[src/rtl/upr_pkg.sv]
package upr_pkg;

  typedef enum logic {
    UPR_ZERO_FILL = 1'b0,
    UPR_HOLD      = 1'b1
  } upr_mode_e;

  // Width of a counter that must reach n-1 (at least one bit).
  function automatic int upr_cnt_width(input int n);
    return (n > 2) ? $clog2(n) : 1;
  endfunction

endpackage

[src/rtl/upr_phase_ctr.sv]
module upr_phase_ctr #(
  parameter int FACTOR = 5
) (
  input  logic clk,
  input  logic rst,
  output logic take
);
  localparam int CNT_W = upr_pkg::upr_cnt_width(FACTOR);
  localparam logic [CNT_W-1:0] LAST = CNT_W'(FACTOR - 1);
  localparam bit   POW2 = (FACTOR == (1 << CNT_W));

  logic [CNT_W-1:0] phase;

  generate
    if (POW2) begin : g_wrap_free
      // A power-of-two factor wraps naturally, so no compare is needed.
      always_ff @(posedge clk) begin
        if (rst) phase <= '0;
        else     phase <= phase + 1'b1;
      end
    end else begin : g_wrap_cmp
      always_ff @(posedge clk) begin
        if (rst)                phase <= '0;
        else if (phase == LAST) phase <= '0;
        else                    phase <= phase + 1'b1;
      end
    end
  endgenerate

  assign take = (phase == LAST) && !rst;


  single_pulse_chk: assert property (@(posedge clk) disable iff (rst)
    take |=> !take);

endmodule

[src/rtl/upr_mode_latch.sv]
module upr_mode_latch (
  input  logic               clk,
  input  logic               rst,
  input  logic               take,
  input  upr_pkg::upr_mode_e mode_in,
  output upr_pkg::upr_mode_e mode_q
);
  always_ff @(posedge clk) begin
    if (rst)       mode_q <= upr_pkg::UPR_ZERO_FILL;
    else if (take) mode_q <= mode_in;
  end


  mode_lock_chk: assert property (@(posedge clk) disable iff (rst)
    !take |=> $stable(mode_q));

endmodule

[src/rtl/upr_out_stage.sv]
module upr_out_stage #(
  parameter int DATA_W = 16
) (
  input  logic               clk,
  input  logic               rst,
  input  logic               take,
  input  upr_pkg::upr_mode_e mode_q,
  input  logic [DATA_W-1:0]  din,
  output logic [DATA_W-1:0]  dout,
  output logic               valid
);
  always_ff @(posedge clk) begin
    if (rst) begin
      dout  <= '0;
      valid <= 1'b0;
    end else if (take) begin
      dout  <= din;
      valid <= 1'b1;
    end else if (mode_q == upr_pkg::UPR_ZERO_FILL) begin
      dout  <= '0;
    end
  end


  capture_chk: assert property (@(posedge clk) disable iff (rst)
    take |=> dout == $past(din));


  zero_fill_chk: assert property (@(posedge clk) disable iff (rst)
    (valid && !$past(take) && mode_q == upr_pkg::UPR_ZERO_FILL) |-> dout == '0);


  hold_chk: assert property (@(posedge clk) disable iff (rst)
    (!take && mode_q == upr_pkg::UPR_HOLD) |=> $stable(dout));


  valid_sticky_chk: assert property (@(posedge clk) disable iff (rst)
    valid |=> valid);


  reset_clear_chk: assert property (@(posedge clk)
    rst |=> (dout == '0 && !valid));

endmodule

[src/rtl/upr_upsampler.sv]
module upr_upsampler #(
  parameter int DATA_W = 16,
  parameter int FACTOR = 5
) (
  input  logic              clk,
  input  logic              rst,
  input  logic              mode_sel,
  input  logic [DATA_W-1:0] in_data,
  output logic              in_accept,
  output logic [DATA_W-1:0] out_data,
  output logic              out_valid
);
  logic               take;
  upr_pkg::upr_mode_e mode_q;
  upr_pkg::upr_mode_e mode_in;

  assign mode_in = upr_pkg::upr_mode_e'(mode_sel);

  upr_phase_ctr #(.FACTOR(FACTOR)) u_phase (
    .clk  (clk),
    .rst  (rst),
    .take (take)
  );

  upr_mode_latch u_mode (
    .clk     (clk),
    .rst     (rst),
    .take    (take),
    .mode_in (mode_in),
    .mode_q  (mode_q)
  );

  upr_out_stage #(.DATA_W(DATA_W)) u_out (
    .clk   (clk),
    .rst   (rst),
    .take  (take),
    .mode_q(mode_q),
    .din   (in_data),
    .dout  (out_data),
    .valid (out_valid)
  );

  assign in_accept = take;


  no_accept_in_reset_chk: assert property (@(posedge clk)
    rst |-> !in_accept);

endmodule

[config.mk]
export PLATFORM = sky130hd
export DESIGN_NAME = upr_upsampler
export DESIGN_NICKNAME = d
export VERILOG_FILES = /design/src/rtl/upr_pkg.sv /design/src/rtl/upr_phase_ctr.sv /design/src/rtl/upr_mode_latch.sv /design/src/rtl/upr_out_stage.sv /design/src/rtl/upr_upsampler.sv
export SDC_FILE = /design/constraint.sdc
export NUM_CORES = 1
export LEC_CHECK = 0
export BUFFER_PORTS_ARGS = -buffer_cell sky130_fd_sc_hd__buf_4
export CORE_MARGIN = 2
export CORE_UTILIZATION = 41
export CTS_CLUSTER_SIZE = 8
export DETAILED_ROUTE_END_ITERATION = 16
export PLACE_DENSITY_LB_ADDON = 0.05
export SLEW_MARGIN = 40
export SYNTH_ARGS = -nofsm -noshare
export SYNTH_HDL_FRONTEND = slang
export SYNTH_SLANG_ARGS = --single-unit
[constraint.sdc]
create_clock -name clk -period 2.2 [get_ports clk]
set_input_delay 0.44 -clock clk [delete_from_list [all_inputs] [get_ports clk]]
set_output_delay 0.44 -clock clk [all_outputs]
set_load 0.01 [all_outputs]
==> metrics.md <==
| Metric | Value |
|---|---|
| DR vias | `702` |
| # hold bufs at CTS | `0` |
| Wirelength per Cell | `11.0 um` |
| Gate power share | `9.9%` |
| Worst r2r path cells | `5` |
| I/O Pins | `37` |
| Post-place setup slack | `640 ps` |
| Status | `finished clean` |
| Pins Over Slew Limit | `0` |
| RSZ-0062 raised after global routing | `false` |
| Die Span X | `48.8 um` |
| Layout Nets | `149` |
| Pwr dens | `586 nW/um^2` |
| DRC violations left | `0` |
| Area of the die | `2380 sq um` |
| CTS Buffer Depth | `2` |
| Vias in the first global route | `645` |
| DR iter-0 viols | `2` |
| # rows | `16` |
| Cell Area, Synth | `823 sq um` |
| WHS | `380 ps` |
| Gr usage total | `14.4%` |
| Post-CTS setup buffer count | `0` |
| Setup TNS | `0 ps` |
| Fin worst setup slack | `318 ps` |
| Min-Delay Path Class | `input port to flop` |
| Most common cell after layout, fill and taps aside | `buf_4` |
| Share of layout cells above drive strength 1 | `35.4%` |
| CP endpoint kind | `output port` |
| Clock share of power | `28.3%` |
| Switch Pwr | `145 uW` |
| Worst Path Required | `1760 ps` |
| First-pass iteration count of the detailed router | `2` |
| Post-route cell area | `1090 sq um` |
| Post-synthesis register bit count | `21` |
| First-pass GRT wire length | `2790 um` |
| Worst-path cell with the longest stage delay | `dfxtp_1` |
| Synth-to-layout area growth | `32.5%` |
| CTS Root Cell | `clkbuf_4` |
| Rel. slew slack | `63.2%` |
| Placed inst area | `1060 sq um` |
| Post-CTS sizing | `0` |
| Post-route ant nets | `0` |
| Reg2Reg Launch Point | `u_phase.phase[0]` |
| Fin Clk Skew | `4.64 ps` |
| H-tree depth | `1` |
| CP Class | `flop to output port` |
| Total power | `639 uW` |
| Max Freq | `0.531 GHz` |
| Post-route clock period utilization | `85.5%` |
| Mean Syn Cell Area | `8.76 sq um` |
| Core area | `1920 sq um` |
| Leakage power | `0.000442 uW` |
| Placer Congestion | `0.665` |
| TritonCTS clock tree | `built` |
| Largest net degree at the start of global routing | `23` |
| Final wirelength | `1690 um` |
| Latest clock arrival within the worst-skew pair | `290 ps` |
| Yosys warning count | `0` |
| # setup viols final | `0` |
| Die height | `48.8 um` |
| Critical Path Source Type | `flop` |
| Sequential power share | `61.8%` |
| Worst-path fanout max | `18` |
| Fill cells | `200` |
| Crit-path cells | `inv_1 > ha_1 > nand2_2 > nor2_1 > buf_4` |
| Sequential-to-total area share from yosys stat | `51.1%` |
| Critical R2R Capture | `u_out.dout[15]` |
| Synthesized instance count | `94` |
| Max VDD drop | `0.000369 V` |
| Int Pwr | `494 uW` |
| Port Buffers | `36` |
| Post-layout minimum cycle time | `1880 ps` |
| Final Hold Viols | `0` |
| Reg2reg setup slack | `920 ps` |
| CP startpoint | `u_phase.phase[0]` |
| Count of different cell masters after synthesis | `16` |
| Most frequent cells in the layout | `buf_4, dfxtp_1, nand2_1, nand3_1, a21oi_1` |
| CP delay by family, top | `flip-flops` |
| Crit path to | `in_accept` |
| Via density | `4.56` |
| Clock Sinks | `21` |
| Worst path depth | `5` |
| Worst-path clk slew | `120 ps` |
| Syn_nets | `115` |
| Crit path largest cell delay | `370 ps` |
| GRT overflow | `0` |
| Switching Share | `22.7%` |
| Antenna violations before repair | `0` |
| CTS buffer count | `3` |
| Starting Density | `42.8%` |
| Arr. time, crit path | `1440 ps` |
| Post-DP HPWL | `1140 um` |
| Slew @ Worst Pin | `551 ps` |
| Critical path buffers and inverters | `2` |
| Max-cap viol count | `0` |
| Diode count | `0` |
[power by group through the flow]
stage,Clock [uW],Combinational [uW],Sequential (uW)
6_report,181,63.0,395
5_1_grt,207,71.0,397
4_1_cts,189,63.9,395
3_5_place_dp,0,63.8,404
3_3_place_gp,0,63.3,403
2_1_floorplan,0,33.7,403
[synth_stat cells]
cell     count  area (sq um)
a21oi_1     15          75.1
nand3_1     16          80.1
buf_2        2          10.0
a21oi_2      3          26.3
nor3b_2      1          12.5
inv_1        3          11.3
nor3b_1      1          7.51
ha_1         2          25.0
and2_4       1          8.76
nand2_1     18          67.6
buf_6        4          45.0
dfxtp_1     21           420
nor2_1       4          15.0
buf_4        1          7.51
nand2_2      1          6.26
nor3_1       1          5.00
[through the flow]
step | std cells | util (%)
finish | 154 | 56.8
floorplan | 94 | -
CTS | 154 | 56.8
detailed placement | 150 | 55.4
global route | 154 | 56.8
global placement | 150 | 55.4
[sequential cells by signal, indices dropped and copies added (netlist names)]
name,count
u_phase.phase,3
u_mode.mode_q,1
u_out.dout,16
u_out.valid,1
[worst min path at each step]
stage	from	to	slack (ps)	cells past startpoint
floorplan	u_phase.phase[0]	u_phase.phase[0]	420	1
global placement	u_phase.phase[0]	u_phase.phase[0]	440	1
detailed placement	u_phase.phase[0]	u_phase.phase[0]	450	1
CTS	in_data[10]	u_out.dout[10]	370	3
global route	in_data[12]	u_out.dout[12]	370	3
finish	in_data[10]	u_out.dout[10]	380	3
[worst register-to-register path: cells and delay by family, from the launching register on]
kind / cells / cell delay (ps)
flops: 1 / 370
compound gates: 1 / 160
fa+ha+maj: 1 / 220
simple gates: 2 / 420
buf+inv: 1 / 50
[cell families after synthesis]
| kind of cell | synth area share [%] |
|---|---|
| DFF | 51.1 |
| AOI/OAI and AO/OA | 12.3 |
| adders and majority gates | 3.04 |
| and+or+nand+nor | 24.6 |
| buffers and inverters | 8.97 |
[area by class of cell]
class                           count  area (sq um)  share of cell area (%)
Clock buffer                        4          26.3                    2.41
Multi-Input combinational cell     63           329                    30.2
Sequential cell                    21           420                    38.5
Inverter                            3          11.3                    1.03
Timing Repair Buffer               36           270                    24.8
Tap cell                           27          33.8                    3.10
[layer usage]
| metal | up-vias | GRT usage [%] | wire [um] |
|---|---|---|---|
| met3 | 2 | 3.07 | 112 |
| met2 | 25 | 24.4 | 794 |
| li1 | 378 | - | - |
| met5 | - | 0 | 0 |
| met1 | 297 | 18.5 | 769 |
| met4 | 0 | 4.29 | 13 |
Note: power is estimated with default switching activity, not from simulation.
